$ cat src/rtl/arb_pkg.sv
package arb_pkg;
  typedef enum logic {
    ST_SCAN = 1'b0,
    ST_HOLD = 1'b1
  } scan_state_e;
endpackage

$ cat src/rtl/arb_sync.sv
module arb_sync #(
  parameter int WIDTH = 8
) (
  input  logic             clk_i,
  input  logic             rst_ni,
  input  logic [WIDTH-1:0] async_i,
  output logic [WIDTH-1:0] sync_o
);
  for (genvar b = 0; b < WIDTH; b++) begin : g_bit
    logic meta_q, sync_q;
    always_ff @(posedge clk_i or negedge rst_ni) begin
      if (!rst_ni) begin
        meta_q <= 1'b0;
        sync_q <= 1'b0;
      end else begin
        meta_q <= async_i[b];
        sync_q <= meta_q;
      end
    end
    assign sync_o[b] = sync_q;
  end
endmodule

$ cat src/rtl/arb_dwell.sv
module arb_dwell #(
  parameter int DWELL_CYC = 12
) (
  input  logic clk_i,
  input  logic rst_ni,
  input  logic run_i,
  output logic expire_o
);
  localparam int CNT_W = (DWELL_CYC > 1) ? $clog2(DWELL_CYC) : 1;
  localparam logic [CNT_W-1:0] LAST = CNT_W'(DWELL_CYC - 1);

  logic [CNT_W-1:0] cnt_q;

  assign expire_o = run_i && (cnt_q == LAST);

  always_ff @(posedge clk_i or negedge rst_ni) begin
    if (!rst_ni)       cnt_q <= '0;
    else if (!run_i)   cnt_q <= '0;
    else if (expire_o) cnt_q <= '0;
    else               cnt_q <= cnt_q + 1'b1;
  end

  // a stopped scan restarts its dwell from zero
  a_r3_dwell_restart: assert property (@(posedge clk_i) disable iff (!rst_ni)
    !run_i |=> cnt_q == '0);
  a_r3_dwell_range: assert property (@(posedge clk_i) disable iff (!rst_ni)
    cnt_q <= LAST);
endmodule

$ cat src/rtl/arb_scan.sv
module arb_scan
  import arb_pkg::*;
#(
  parameter int NUM_REQ = 8,
  localparam int IDX_W  = (NUM_REQ > 1) ? $clog2(NUM_REQ) : 1
) (
  input  logic               clk_i,
  input  logic               rst_ni,
  input  logic               expire_i,
  input  logic [NUM_REQ-1:0] req_i,
  input  logic               done_i,
  output logic               hold_o,
  output logic [IDX_W-1:0]   ptr_o
);
  localparam logic [IDX_W-1:0] LAST = IDX_W'(NUM_REQ - 1);

  scan_state_e      state_q;
  logic [IDX_W-1:0] ptr_q, ptr_nxt;
  logic             cur_req;

  assign cur_req = req_i[ptr_q];
  assign ptr_nxt = (ptr_q == LAST) ? '0 : ptr_q + 1'b1;

  always_ff @(posedge clk_i or negedge rst_ni) begin
    if (!rst_ni) begin
      state_q <= ST_SCAN;
      ptr_q   <= '0;
    end else begin
      unique case (state_q)
        ST_SCAN: if (expire_i) begin
          if (cur_req) state_q <= ST_HOLD;
          else         ptr_q   <= ptr_nxt;
        end
        ST_HOLD: if (done_i || !cur_req) begin
          state_q <= ST_SCAN;
          ptr_q   <= ptr_nxt;
        end
        default: state_q <= ST_SCAN;
      endcase
    end
  end

  assign hold_o = (state_q == ST_HOLD);
  assign ptr_o  = ptr_q;

  a_r3_step: assert property (@(posedge clk_i) disable iff (!rst_ni)
    ptr_q != $past(ptr_q) |-> ptr_q == (($past(ptr_q) == LAST) ? '0 : $past(ptr_q) + 1'b1));
  a_r4_grant: assert property (@(posedge clk_i) disable iff (!rst_ni)
    !hold_o && expire_i && cur_req |=> hold_o && $stable(ptr_q));
  a_r5_hold: assert property (@(posedge clk_i) disable iff (!rst_ni)
    hold_o && !done_i && cur_req |=> hold_o && $stable(ptr_q));
  a_r6_release: assert property (@(posedge clk_i) disable iff (!rst_ni)
    hold_o && done_i |=> !hold_o);
  a_r7_drop: assert property (@(posedge clk_i) disable iff (!rst_ni)
    hold_o && !cur_req |=> !hold_o);
  a_r12_done_idle: assert property (@(posedge clk_i) disable iff (!rst_ni)
    !hold_o && !expire_i |=> $stable(ptr_q));
endmodule

$ cat src/rtl/scan_arbiter.sv
module scan_arbiter #(
  parameter int NUM_REQ   = 8,
  parameter int DWELL_CYC = 12,
  localparam int IDX_W    = (NUM_REQ > 1) ? $clog2(NUM_REQ) : 1
) (
  input  logic               clk_i,
  input  logic               rst_ni,
  input  logic [NUM_REQ-1:0] req_i,
  input  logic               done_i,
  output logic [NUM_REQ-1:0] gnt_o,
  output logic               gnt_valid_o,
  output logic [IDX_W-1:0]   gnt_idx_o
);
  logic [NUM_REQ-1:0] req_sync;
  logic               expire, hold;
  logic [IDX_W-1:0]   ptr;

  arb_sync #(.WIDTH(NUM_REQ)) i_sync (
    .clk_i, .rst_ni, .async_i(req_i), .sync_o(req_sync)
  );

  arb_dwell #(.DWELL_CYC(DWELL_CYC)) i_dwell (
    .clk_i, .rst_ni, .run_i(!hold), .expire_o(expire)
  );

  arb_scan #(.NUM_REQ(NUM_REQ)) i_scan (
    .clk_i, .rst_ni, .expire_i(expire), .req_i(req_sync),
    .done_i, .hold_o(hold), .ptr_o(ptr)
  );

  for (genvar i = 0; i < NUM_REQ; i++) begin : g_gnt
    assign gnt_o[i] = hold && (ptr == IDX_W'(i));
  end

  assign gnt_valid_o = hold;
  assign gnt_idx_o   = ptr;

  a_r11_onehot: assert property (@(posedge clk_i) disable iff (!rst_ni)
    $onehot0(gnt_o) && (gnt_valid_o == (gnt_o != '0)));
  a_r11_index: assert property (@(posedge clk_i) disable iff (!rst_ni)
    gnt_valid_o |-> gnt_o[gnt_idx_o]);
endmodule

$ cat config.mk
export PLATFORM = sky130hd
export DESIGN_NAME = scan_arbiter
export DESIGN_NICKNAME = d
export VERILOG_FILES = /design/src/rtl/arb_pkg.sv /design/src/rtl/arb_sync.sv /design/src/rtl/arb_dwell.sv /design/src/rtl/arb_scan.sv /design/src/rtl/scan_arbiter.sv
export SDC_FILE = /design/constraint.sdc
export NUM_CORES = 1
export LEC_CHECK = 0
export BUFFER_PORTS_ARGS = -buffer_cell sky130_fd_sc_hd__buf_2
export CORE_UTILIZATION = 54
export DETAILED_ROUTE_END_ITERATION = 8
export HOLD_SLACK_MARGIN = 0.12
export PLACE_DENSITY = 0.77
export RECOVER_POWER = 25
export SLEW_MARGIN = 25
export SYNTH_ARGS = -nofsm -noshare
export SYNTH_HDL_FRONTEND = slang
export SYNTH_SLANG_ARGS = --single-unit
$ cat constraint.sdc
create_clock -name clk_i -period 5.3 [get_ports clk_i]
set_input_delay 1.06 -clock clk_i [delete_from_list [all_inputs] [get_ports clk_i]]
set_output_delay 1.06 -clock clk_i [all_outputs]
set_load 0.05 [all_outputs]
==> flow_summary.json <==
{
  "cts_tree": "done",
  "critical_path_class": "register to output pin",
  "cts.sinks": 24,
  "root_buffer": "clkbuf_4",
  "crit_arrival_ps": 1600,
  "dieArea_um2": 1930,
  "yosysWarnings": 0,
  "portBuffers": 22,
  "grtUsageTotal": 0.163,
  "fin_crit_sh": 0.503,
  "drt-pass1-iter-count": 4,
  "cts_resized": 0,
  "ant_nets": 0,
  "io_pins": 23,
  "fin_nets": 114,
  "use_met2": 0.272,
  "wl_um": 1190,
  "r2r_setup_slack_ps": 3400,
  "ys_seq_elements": 24,
  "setup_viol": 0,
  "synthDistinctLibCells": 22,
  "multiInputGateArea_um2": 323,
  "tns_ps": 0,
  "syn_area_per_cell_um2": 13.4,
  "vdd_drop_max_uv": 348,
  "slew_violations": 0,
  "critPathMaxFanout": 9,
  "worstSkewPairLatency_ps": 300,
  "antenna_found_initial": 0,
  "tightest_slew_ps": 488,
  "grt_pass1_wl_um": 2260,
  "vias": 576,
  "hold_class": "register to register",
  "start_util": 0.602,
  "holdPathStages": 0,
  "synth.area.top_cells": "dfrtp_1 (63%), ha_1 (9.2%), nor2_1 (4.3%), mux2_1 (2.4%), mux4_2 (2.4%)",
  "cts_made_buffers": 3,
  "die_y_um": 43.9,
  "grt_pass1_vias": 534,
  "syn_to_final_growth_pct": 17.7,
  "drive_gt1_frac": 0.305,
  "use_met1": 0.205,
  "drc": 0,
  "cp.required_ps": 4240,
  "nFillCells": 109,
  "hpwlAfterDp_um": 907,
  "status": "finished clean",
  "powerDensity_nw_per_um2": 558,
  "wire_per_inst_um": 10.7,
  "skew_ps": 5.02,
  "hold_viol": 0,
  "clk_pin_slew_ps": 120,
  "postCtsSetupRepairBufs": 0,
  "max-cap-violations": 0,
  "n_antenna_cell": 0,
  "min_period_ps": 2660,
  "ys_seq_area_frac": 0.632,
  "synth_top_area_cell": "dfrtp_1",
  "regArea_um2": 601,
  "hold_buffers": 0,
  "endpoint_kind": "output pin",
  "gp_congestion": 0.757,
  "grt_max_degree": 25,
  "rsz0062_at_grt": "no",
  "synth.top_cell.area_share": 0.632,
  "rows": 14,
  "synth_nets": 89,
  "syn_inst": 71,
  "core-area_um2": 1580,
  "reg2reg_depth": 4,
  "drtIter0Drc": 6,
  "critPathLaunchType": "register",
  "p_leak_nw": 0.587,
  "finalPower_mw": 0.624,
  "clock.fmax_mhz": 375,
  "busiest_layer": "met2",
  "h-tree-depth": 1,
  "grt_remaining_overflow": 0,
  "synth_area_um2": 950,
  "dieWidth_um": 43.9,
  "gr-usage-met3": 0.0500,
  "drt-vias-per-instance": 5.19,
  "relSlewSlack": 0.675,
  "clockBufferDepth": 2
}
sequential cells by signal, indices dropped and copies added (netlist names):
signal               flops
i_scan.ptr_o             3
i_dwell.cnt_q            4
i_sync.g_bit.meta_q      8
i_sync.g_bit.sync_q      8
i_scan.hold_o            1
power by group:
part / internal [mW] / total [mW] / switching (mW)
Clock: 0.0764 / 0.126 / 0.0500
Combinational: 0.0877 / 0.228 / 0.140
Sequential: 0.220 / 0.270 / 0.0497
metrics by stage:
step / util / area (um^2) / hold WS, ps / std cells / worst slack, ps
finish: 0.709 / 1120 / 356 / 111 / 2640
global route: 0.709 / 1120 / 370 / 111 / 2490
CTS: 0.709 / 1120 / 361 / 111 / 2610
detailed placement: 0.675 / 1060 / 336 / 107 / 2970
global placement: 0.675 / 1060 / 331 / 107 / 3000
floorplan: - / 950 / 331 / 71 / 2520
Yosys cell counts (all sizes together):
cell	count
mux2i	2
clkbuf	1
o21a	1
buf	1
nor2	11
inv	3
a21o	1
mux4	1
a21oi	3
nand2	3
nor2b	3
a222oi	1
xor2	1
mux2	2
nand2b	1
nand3	1
and2	2
xnor2	1
ha	7
and3	1
dfrtp	24
worst max-delay path, stage by stage, from the launching register on:
cell and delay (ps):
dfrtp_1 540, ha_1 230, ha_1 170, and2_1 120, buf_2 250
cell type report:
type	count	area share
Multi-Input combinational cell	42	0.289
Sequential cell	24	0.538
Timing Repair Buffer	22	0.0985
Clock inverter	1	0.0269
Clock buffer	3	0.0202
Inverter	3	0.0101
Tap cell	16	0.0179
cells in the final DEF, fill, tap and decap left out, drive strengths merged:
master	synthesis	final
a222oi	1	1
nand2b	1	1
a21o	1	1
nand2	3	3
nor2b	3	3
clkbuf	1	3
buf	1	22
mux2i	2	2
xor2	1	1
bufinv	0	1
ha	7	7
o21a	1	1
dfrtp	24	24
nand3	1	1
xnor2	1	1
nor2	11	11
inv	3	3
mux2	2	2
and3	1	1
mux4	1	1
a21oi	3	3
and2	2	2
per-layer routing:
layer  vias up  part of all wire
met5         -                 0
met4         0             0.012
met3         2             0.055
met2        17              0.50
met1       280              0.43
li1        277                 -
kinds of logic (layout without fill, tap and decap cells):
logic type,count (synthesis),in the layout,share of synthesized area
AO/OA/AOI/OAI,6,6,0.0461
flip-flops,24,24,0.632
adder cells (fa/ha/maj),7,7,0.0922
AND/OR/NAND/NOR,22,22,0.115
multiplexers,5,5,0.0685
buffers and inverters,5,29,0.0277
XOR/XNOR,2,2,0.0184
worst paths after layout:
check                                  startpoint                      to
max                               i_scan.ptr_o[0]                gnt_o[7]
min                        i_sync.g_bit[4].meta_q  i_sync.g_bit[4].sync_q
max reg2reg                       i_scan.ptr_o[0]         i_scan.ptr_o[0]
min reg2reg                i_sync.g_bit[4].meta_q  i_sync.g_bit[4].sync_q
max in group asynchronous                  rst_ni  i_sync.g_bit[3].meta_q
min in group asynchronous                  rst_ni        i_dwell.cnt_q[3]
Power figures use the tool's default switching activity.
